`src/rtl/fpmc_pkg.sv`:
```
package fpmc_pkg;

    parameter int LVL_W = 2;
    parameter int CLS_W = 6;

    typedef logic [LVL_W-1:0] lvl_t;
    typedef logic [CLS_W-1:0] cls_t;

    localparam lvl_t LV_USER   = lvl_t'(0);
    localparam lvl_t LV_KERNEL = lvl_t'(1);
    localparam lvl_t LV_HYP    = lvl_t'(2);
    localparam lvl_t LV_MON    = lvl_t'(3);

    localparam cls_t CLS_NONE    = cls_t'(8'h00);
    localparam cls_t CLS_FP_GEN  = cls_t'(8'h00);
    localparam cls_t CLS_FP_ACC  = cls_t'(8'h07);
    localparam cls_t CLS_MODE_EN = cls_t'(8'h18);

    typedef enum logic [1:0] {
        VD_UNDEF = 2'd0,
        VD_GRANT = 2'd1,
        VD_TRAP  = 2'd2
    } verdict_e;

    typedef struct packed {
        verdict_e vd;
        lvl_t     tgt;
        cls_t     cls;
        logic     l3_fold;
    } result_t;

    typedef struct packed {
        logic       feat;
        logic       l3_present;
        logic       l2_active;
        logic       host_l0;
        logic       host_l2;
        logic       tge;
        logic       ext2_on;
        logic       me_l1;
        logic       me_l2h;
        logic       me_ext2;
        logic       me_l3;
        logic [1:0] fp_l1;
        logic [1:0] fp_l2;
        logic       tp_l2;
        logic       tp_l3;
        logic       early;
    } ctl_t;

    function automatic result_t res_undef();
        return '{vd: VD_UNDEF, tgt: '0, cls: CLS_NONE, l3_fold: 1'b0};
    endfunction

    function automatic result_t res_grant();
        return '{vd: VD_GRANT, tgt: '0, cls: CLS_NONE, l3_fold: 1'b0};
    endfunction

    function automatic result_t res_trap(lvl_t t, cls_t c, logic f);
        return '{vd: VD_TRAP, tgt: t, cls: c, l3_fold: f};
    endfunction

endpackage

```
`src/rtl/fpmc_lvl_chain.sv`:
```
module fpmc_lvl_chain
    import fpmc_pkg::*;
(
    input  ctl_t    c,
    input  lvl_t    cur_lvl,
    output result_t raw
);

    function automatic result_t eval_user(ctl_t k);
        result_t r;
        if (!k.host_l0 && !k.me_l1)
            r = res_trap((k.l2_active && k.tge) ? LV_HYP : LV_KERNEL, CLS_MODE_EN, 1'b0);
        else if (k.host_l0 && !k.me_l2h)
            r = res_trap(LV_HYP, CLS_MODE_EN, 1'b0);
        else if (k.l2_active && !k.host_l0 && (!k.ext2_on || !k.me_ext2))
            r = res_trap(LV_HYP, CLS_MODE_EN, 1'b0);
        else if (k.l3_present && !k.me_l3)
            r = res_trap(LV_MON, CLS_MODE_EN, 1'b1);
        else if (!k.host_l0 && k.fp_l1 != 2'b11)
            r = (k.l2_active && k.tge) ? res_trap(LV_HYP, CLS_FP_GEN, 1'b0)
                                       : res_trap(LV_KERNEL, CLS_FP_ACC, 1'b0);
        else if (k.host_l0 && k.fp_l2 != 2'b11)
            r = res_trap(LV_HYP, CLS_FP_ACC, 1'b0);
        else if (k.host_l2 && !k.fp_l2[0])
            r = res_trap(LV_HYP, CLS_FP_ACC, 1'b0);
        else if (k.l2_active && !k.host_l2 && k.tp_l2)
            r = res_trap(LV_HYP, CLS_FP_ACC, 1'b0);
        else if (k.l3_present && k.tp_l3)
            r = res_trap(LV_MON, CLS_FP_ACC, 1'b1);
        else
            r = res_grant();
        return r;
    endfunction

    function automatic result_t eval_kernel(ctl_t k);
        result_t r;
        if (k.l2_active && !k.host_l0 && (!k.ext2_on || !k.me_ext2))
            r = res_trap(LV_HYP, CLS_MODE_EN, 1'b0);
        else if (k.l3_present && !k.me_l3)
            r = res_trap(LV_MON, CLS_MODE_EN, 1'b1);
        else if (!k.fp_l1[0])
            r = res_trap(LV_KERNEL, CLS_FP_ACC, 1'b0);
        else if (k.l2_active && !k.host_l2 && k.tp_l2)
            r = res_trap(LV_HYP, CLS_FP_ACC, 1'b0);
        else if (k.host_l2 && !k.fp_l2[0])
            r = res_trap(LV_HYP, CLS_FP_ACC, 1'b0);
        else if (k.l3_present && k.tp_l3)
            r = res_trap(LV_MON, CLS_FP_ACC, 1'b1);
        else
            r = res_grant();
        return r;
    endfunction

    function automatic result_t eval_hyp(ctl_t k);
        result_t r;
        if (k.l3_present && !k.me_l3)
            r = res_trap(LV_MON, CLS_MODE_EN, 1'b1);
        else if (!k.host_l2 && k.tp_l2)
            r = res_trap(LV_HYP, CLS_FP_ACC, 1'b0);
        else if (k.host_l2 && !k.fp_l2[0])
            r = res_trap(LV_HYP, CLS_FP_ACC, 1'b0);
        else if (k.l3_present && k.tp_l3)
            r = res_trap(LV_MON, CLS_FP_ACC, 1'b1);
        else
            r = res_grant();
        return r;
    endfunction

    logic early_hit;
    assign early_hit = c.l3_present && c.early && (!c.me_l3 || c.tp_l3);

    always_comb begin
        raw = res_undef();
        if (c.feat) begin
            unique case (cur_lvl)
                LV_USER:   raw = early_hit ? res_undef() : eval_user(c);
                LV_KERNEL: raw = early_hit ? res_undef() : eval_kernel(c);
                LV_HYP:    raw = early_hit ? res_undef() : eval_hyp(c);
                LV_MON:    raw = c.tp_l3 ? res_trap(LV_MON, CLS_FP_ACC, 1'b0) : res_grant();
                default:   raw = res_undef();
            endcase
        end
    end

endmodule

```
`src/rtl/fpmc_fold.sv`:
```
module fpmc_fold
    import fpmc_pkg::*;
(
    input  result_t raw,
    input  logic    fold_en,
    output result_t fin
);

    always_comb begin
        fin = raw;
        if (raw.vd == VD_TRAP && raw.l3_fold && fold_en)
            fin = res_undef();
    end

endmodule

```
`src/rtl/fpmc_verdict_reg.sv`:
```
module fpmc_verdict_reg
    import fpmc_pkg::*;
(
    input  logic    clk,
    input  logic    rst_n,
    input  result_t nxt,
    output logic    grant,
    output logic    undef,
    output logic    trap,
    output lvl_t    tgt_lvl,
    output cls_t    exc_class
);

    verdict_e state_q;
    lvl_t     tgt_q;
    cls_t     cls_q;

    always_ff @(posedge clk or negedge rst_n) begin
        if (!rst_n) begin
            state_q <= VD_UNDEF;
            tgt_q   <= '0;
            cls_q   <= CLS_NONE;
        end else begin
            state_q <= nxt.vd;
            tgt_q   <= (nxt.vd == VD_TRAP) ? nxt.tgt : '0;
            cls_q   <= (nxt.vd == VD_TRAP) ? nxt.cls : CLS_NONE;
        end
    end

    always_comb begin
        grant     = 1'b0;
        undef     = 1'b0;
        trap      = 1'b0;
        tgt_lvl   = '0;
        exc_class = CLS_NONE;
        unique case (state_q)
            VD_GRANT: grant = 1'b1;
            VD_TRAP: begin
                trap      = 1'b1;
                tgt_lvl   = tgt_q;
                exc_class = cls_q;
            end
            default:  undef = 1'b1;
        endcase
    end

endmodule

```
`src/rtl/fpmc_access_arbiter.sv`:
```
module fpmc_access_arbiter
    import fpmc_pkg::*;
(
    input  logic             clk,
    input  logic             rst_n,
    input  logic             feat_present,
    input  logic [LVL_W-1:0] cur_lvl,
    input  logic             l3_present,
    input  logic             l2_active,
    input  logic             host_l0,
    input  logic             host_l2,
    input  logic             trap_general,
    input  logic             ext2_on,
    input  logic             mode_en_l1,
    input  logic             mode_en_l2h,
    input  logic             mode_en_ext2,
    input  logic             mode_en_l3,
    input  logic [1:0]       fp_acc_l1,
    input  logic [1:0]       fp_acc_l2,
    input  logic             fp_trap_l2,
    input  logic             fp_trap_l3,
    input  logic             early_undef,
    input  logic             undef_on_trap,
    input  logic             acc_write,
    output logic             grant,
    output logic             undef,
    output logic             trap,
    output logic [LVL_W-1:0] tgt_lvl,
    output logic [CLS_W-1:0] exc_class
);

    ctl_t    ctl;
    result_t raw_res;
    result_t fin_res;

    assign ctl = '{
        feat:       feat_present,
        l3_present: l3_present,
        l2_active:  l2_active,
        host_l0:    host_l0,
        host_l2:    host_l2,
        tge:        trap_general,
        ext2_on:    ext2_on,
        me_l1:      mode_en_l1,
        me_l2h:     mode_en_l2h,
        me_ext2:    mode_en_ext2,
        me_l3:      mode_en_l3,
        fp_l1:      fp_acc_l1,
        fp_l2:      fp_acc_l2,
        tp_l2:      fp_trap_l2,
        tp_l3:      fp_trap_l3,
        early:      early_undef
    };

    fpmc_lvl_chain u_chain (
        .c       (ctl),
        .cur_lvl (cur_lvl),
        .raw     (raw_res)
    );

    fpmc_fold u_fold (
        .raw     (raw_res),
        .fold_en (undef_on_trap),
        .fin     (fin_res)
    );

    fpmc_verdict_reg u_vreg (
        .clk       (clk),
        .rst_n     (rst_n),
        .nxt       (fin_res),
        .grant     (grant),
        .undef     (undef),
        .trap      (trap),
        .tgt_lvl   (tgt_lvl),
        .exc_class (exc_class)
    );

endmodule

```
`config.mk`:
```
export PLATFORM = sky130hd
export DESIGN_NAME = fpmc_access_arbiter
export DESIGN_NICKNAME = d
export VERILOG_FILES = /design/src/rtl/fpmc_pkg.sv /design/src/rtl/fpmc_lvl_chain.sv /design/src/rtl/fpmc_fold.sv /design/src/rtl/fpmc_verdict_reg.sv /design/src/rtl/fpmc_access_arbiter.sv
export SDC_FILE = /design/constraint.sdc
export NUM_CORES = 1
export LEC_CHECK = 0
export BUFFER_PORTS_ARGS = -buffer_cell sky130_fd_sc_hd__clkbuf_2
export CAP_MARGIN = 20
export CORE_MARGIN = 4
export CORE_UTILIZATION = 47
export CTS_CLUSTER_SIZE = 14
export DETAILED_ROUTE_END_ITERATION = 12
export GPL_TIMING_DRIVEN = 0
export HOLD_SLACK_MARGIN = 0.1
export PLACE_DENSITY = 0.88
export SLEW_MARGIN = 20
export SYNTH_ARGS = -nofsm -noshare
export SYNTH_HDL_FRONTEND = slang
export SYNTH_SLANG_ARGS = --single-unit
```
`constraint.sdc`:
```
create_clock -name clk -period 1.09 [get_ports clk]
set_input_delay 0.0545 -clock clk [delete_from_list [all_inputs] [get_ports clk]]
set_output_delay 0.0545 -clock clk [all_outputs]
set_load 0.05 [all_outputs]
```
==> metrics.md <==
| Metric | Value |
|---|---|
| DR DRC count | `0` |
| GRT Residual Overflow | `0` |
| Main combinational cell family by area after synthesis | `simple AND/OR/NAND/NOR gates` |
| Leak pwr | `0.645 nW` |
| Asr flop ratio synth | `100%` |
| Most frequent cells in the layout | `clkbuf_2, nand2_1, buf_8` |
| Site row count | `14` |
| Slew Limit Fails | `0` |
| First-pass GRT wire length | `3910 µm` |
| Nets | `177` |
| MaxCap Viol Count | `0` |
| Power Total | `0.00107 W` |
| F_max | `0.742 GHz` |
| Most used DFF post-synth | `dfrtp_1` |
| Post-synthesis compound-gate area fraction | `30.5%` |
| Post-synth top area share | `18.5%` |
| Most common cell after layout, fill and taps aside | `clkbuf_2` |
| Max incr delay on CP | `410 ps` |
| Synth top area cells | `dfrtp_1, nand2_1, o21ai_0` |
| Dpl hpwl | `1770 µm` |
| Final WS setup | `-258 ps` |
| Fin crit period | `1350 ps` |
| Vias in the first global route | `887` |
| Total Wirelength | `2890 µm` |
| Synthesized cell area | `812 µm²` |
| CTS tree | `done` |
| Total Routing Usage GR | `20.4%` |
| Worst setup SP type | `flip-flop` |
| Ys Warns | `0` |
| Worst Setup Path Type | `reg -> out` |
| Largest net degree at the start of global routing | `11` |
| Via/cell ratio | `6.41` |
| Fin. Hold Viols | `0` |
| Ant. Diodes | `0` |
| Post-synth EDFFs | `0` |
| Die ar. | `2460 µm²` |
| Post-synthesis mux area share | `0%` |
| Worst Path Max Fanout | `4` |
| Critical Path AT | `1290 ps` |
| Register area share after synthesis | `18.5%` |
| Clk sinks | `6` |
| Root Buffer | `clkbuf_4` |
| Die H | `49.6 µm` |
| Failing checks | `setup timing` |
| Avg Inst Size Synth | `7.32 µm²` |
| Detail Route Antenna Nets | `0` |
| Flops & latches, synth | `6` |
| # IOs | `35` |
| RSZ-0062 raised after global routing | `true` |
| Synth Area in Simple Gates | `38.7%` |
| Port-buffer cells | `28` |
| CTS H-tree depth | `1` |
| Setup WS pre-CTS | `-462 ps` |
| Via count | `1057` |
| Post-Synth Adder-Cell Area | `3.08%` |
| Routability cong. | `0.806` |
| Peak supply drop | `0.000442 V` |
| Fraction of layout cells with a size suffix above 1 | `51.0%` |
| Drt wl/cell | `17.5 µm` |
| Area leader, netlist | `dfrtp_1` |
| DRT iter0 DRCs | `30` |
| Worst hold path type | `in -> reg` |
| Power Density | `778 nW/µm²` |
| TritonRoute pass-1 iters | `4` |
| Final setup violation count | `16` |
| Syn Inst Count | `111` |
| Starting Density | `51.5%` |
| Setup crit end kind | `primary output` |
| Synth Area in XOR/XNOR | `0%` |
| Synth cell types | `42` |
| Core area | `1580 µm²` |
| Worst path required time | `1040 ps` |
| Min Hold Slack | `152 ps` |
| Status | `finished with violations` |
| Worst-path clk slew | `50 ps` |
| Die width | `49.6 µm` |
| Crit-path cells | `ha_4 -> and2_4 -> buf_6 -> clkbuf_16` |
| Area delta synth->final | `70.1%` |
| Antenna violations before repair | `0` |
| Clk buf depth | `2` |
| Final period util | `124%` |
| Worst path slowest cell | `dfrtp_1` |
| Num CTS Buffers | `3` |
| Syn Nets | `137` |
per-stage QoR:
| stage | setup TNS [ps] | std cells | area, µm² | utilization (%) |
|---|---|---|---|---|
| 2_1_floorplan | -952 | 111 | 920 | - |
| 3_3_place_gp | -2170 | 155 | 1080 | 68.5 |
| 3_5_place_dp | -2530 | 155 | 1080 | 68.5 |
| 4_1_cts | -2040 | 160 | 1270 | 80.4 |
| 5_1_grt | -3530 | 165 | 1380 | 87.6 |
| 6_report | -2880 | 165 | 1380 | 87.6 |
logic make-up after synthesis:
family          count (synthesis)
buf+inv                        12
other cells                     1
fa+ha+maj                       2
compound gates                 37
flops                           6
simple gates                   53
critical path, delay by kind of cell, from the launching register on:
| family | cells | cell delay (ps) |
|---|---|---|
| adder cells (fa/ha/maj) | 1 | 190 |
| flip-flops | 1 | 410 |
| AND/OR/NAND/NOR | 1 | 160 |
| buffers and inverters | 2 | 280 |
power breakdown:
part           switching [W]  internal, W
Clock              0.0000884     0.000125
Sequential         0.0000117     0.000239
Combinational       0.000326     0.000285
Total               0.000426     0.000649
synth_stat cells, types with 2 or more instances:
library cell  instances
and2_1                4
nor2_1                7
inv_1                 3
a31oi_1               6
a22oi_1               2
and4b_1               2
and3b_1               2
o21ai_0               8
nand2_1              12
a21o_1                2
a21oi_1               5
nand2b_1              6
ha_1                  2
a41oi_1               2
buf_4                 4
nor2b_1               5
o21ai_1               2
and2b_1               2
nand3_1               5
buf_2                 3
dfrtp_1               6
flip-flops by register name, indices dropped and copies added (netlist names):
signal,count
u_vreg.cls_q,2
u_vreg.state_q,2
u_vreg.tgt_q,2
worst paths after layout:
path,start,cells after the start,endpoint,slack [ps]
min in group asynchronous,rst_n,2,u_vreg.state_q[1]$_DFF_PN0_,220
max in group asynchronous,rst_n,2,u_vreg.cls_q[3]$_DFF_PN0_,710
setup / recovery,u_vreg.state_q[1]$_DFF_PN0_,4,exc_class[1],-260
hold / removal,cur_lvl[1],2,u_vreg.state_q[0]$_DFF_PN0_,150
per-layer routing:
metal  wire length (µm)  GRT usage, %  vias up
met5                  0             0        -
met4                189          9.68        0
met3                228          3.92       25
met2               1440          38.3       75
met1               1030          21.3      479
li1                   -             -      478
area by class of cell:
type / instances / area [µm²]
Buffer: 9 / 88.8
Clock buffer: 3 / 22.5
Fill cell: 69 / 195
Inverter: 3 / 11.3
Multi-Input combinational cell: 93 / 744
Sequential cell: 6 / 150
Tap cell: 16 / 20.0
Timing Repair Buffer: 35 / 344
what timing repair did:
| item | CTS | global route |
|---|---|---|
| pin swaps | 6 | 15 |
| hold buffers | 1 | 0 |
| endpoints found under the hold margin | 6 | 0 |
| setup endpoints to repair | 15 | 16 |
| resized for setup | 28 | 27 |
| setup buffers | 1 | 5 |
Power figures use the tool's default switching activity.
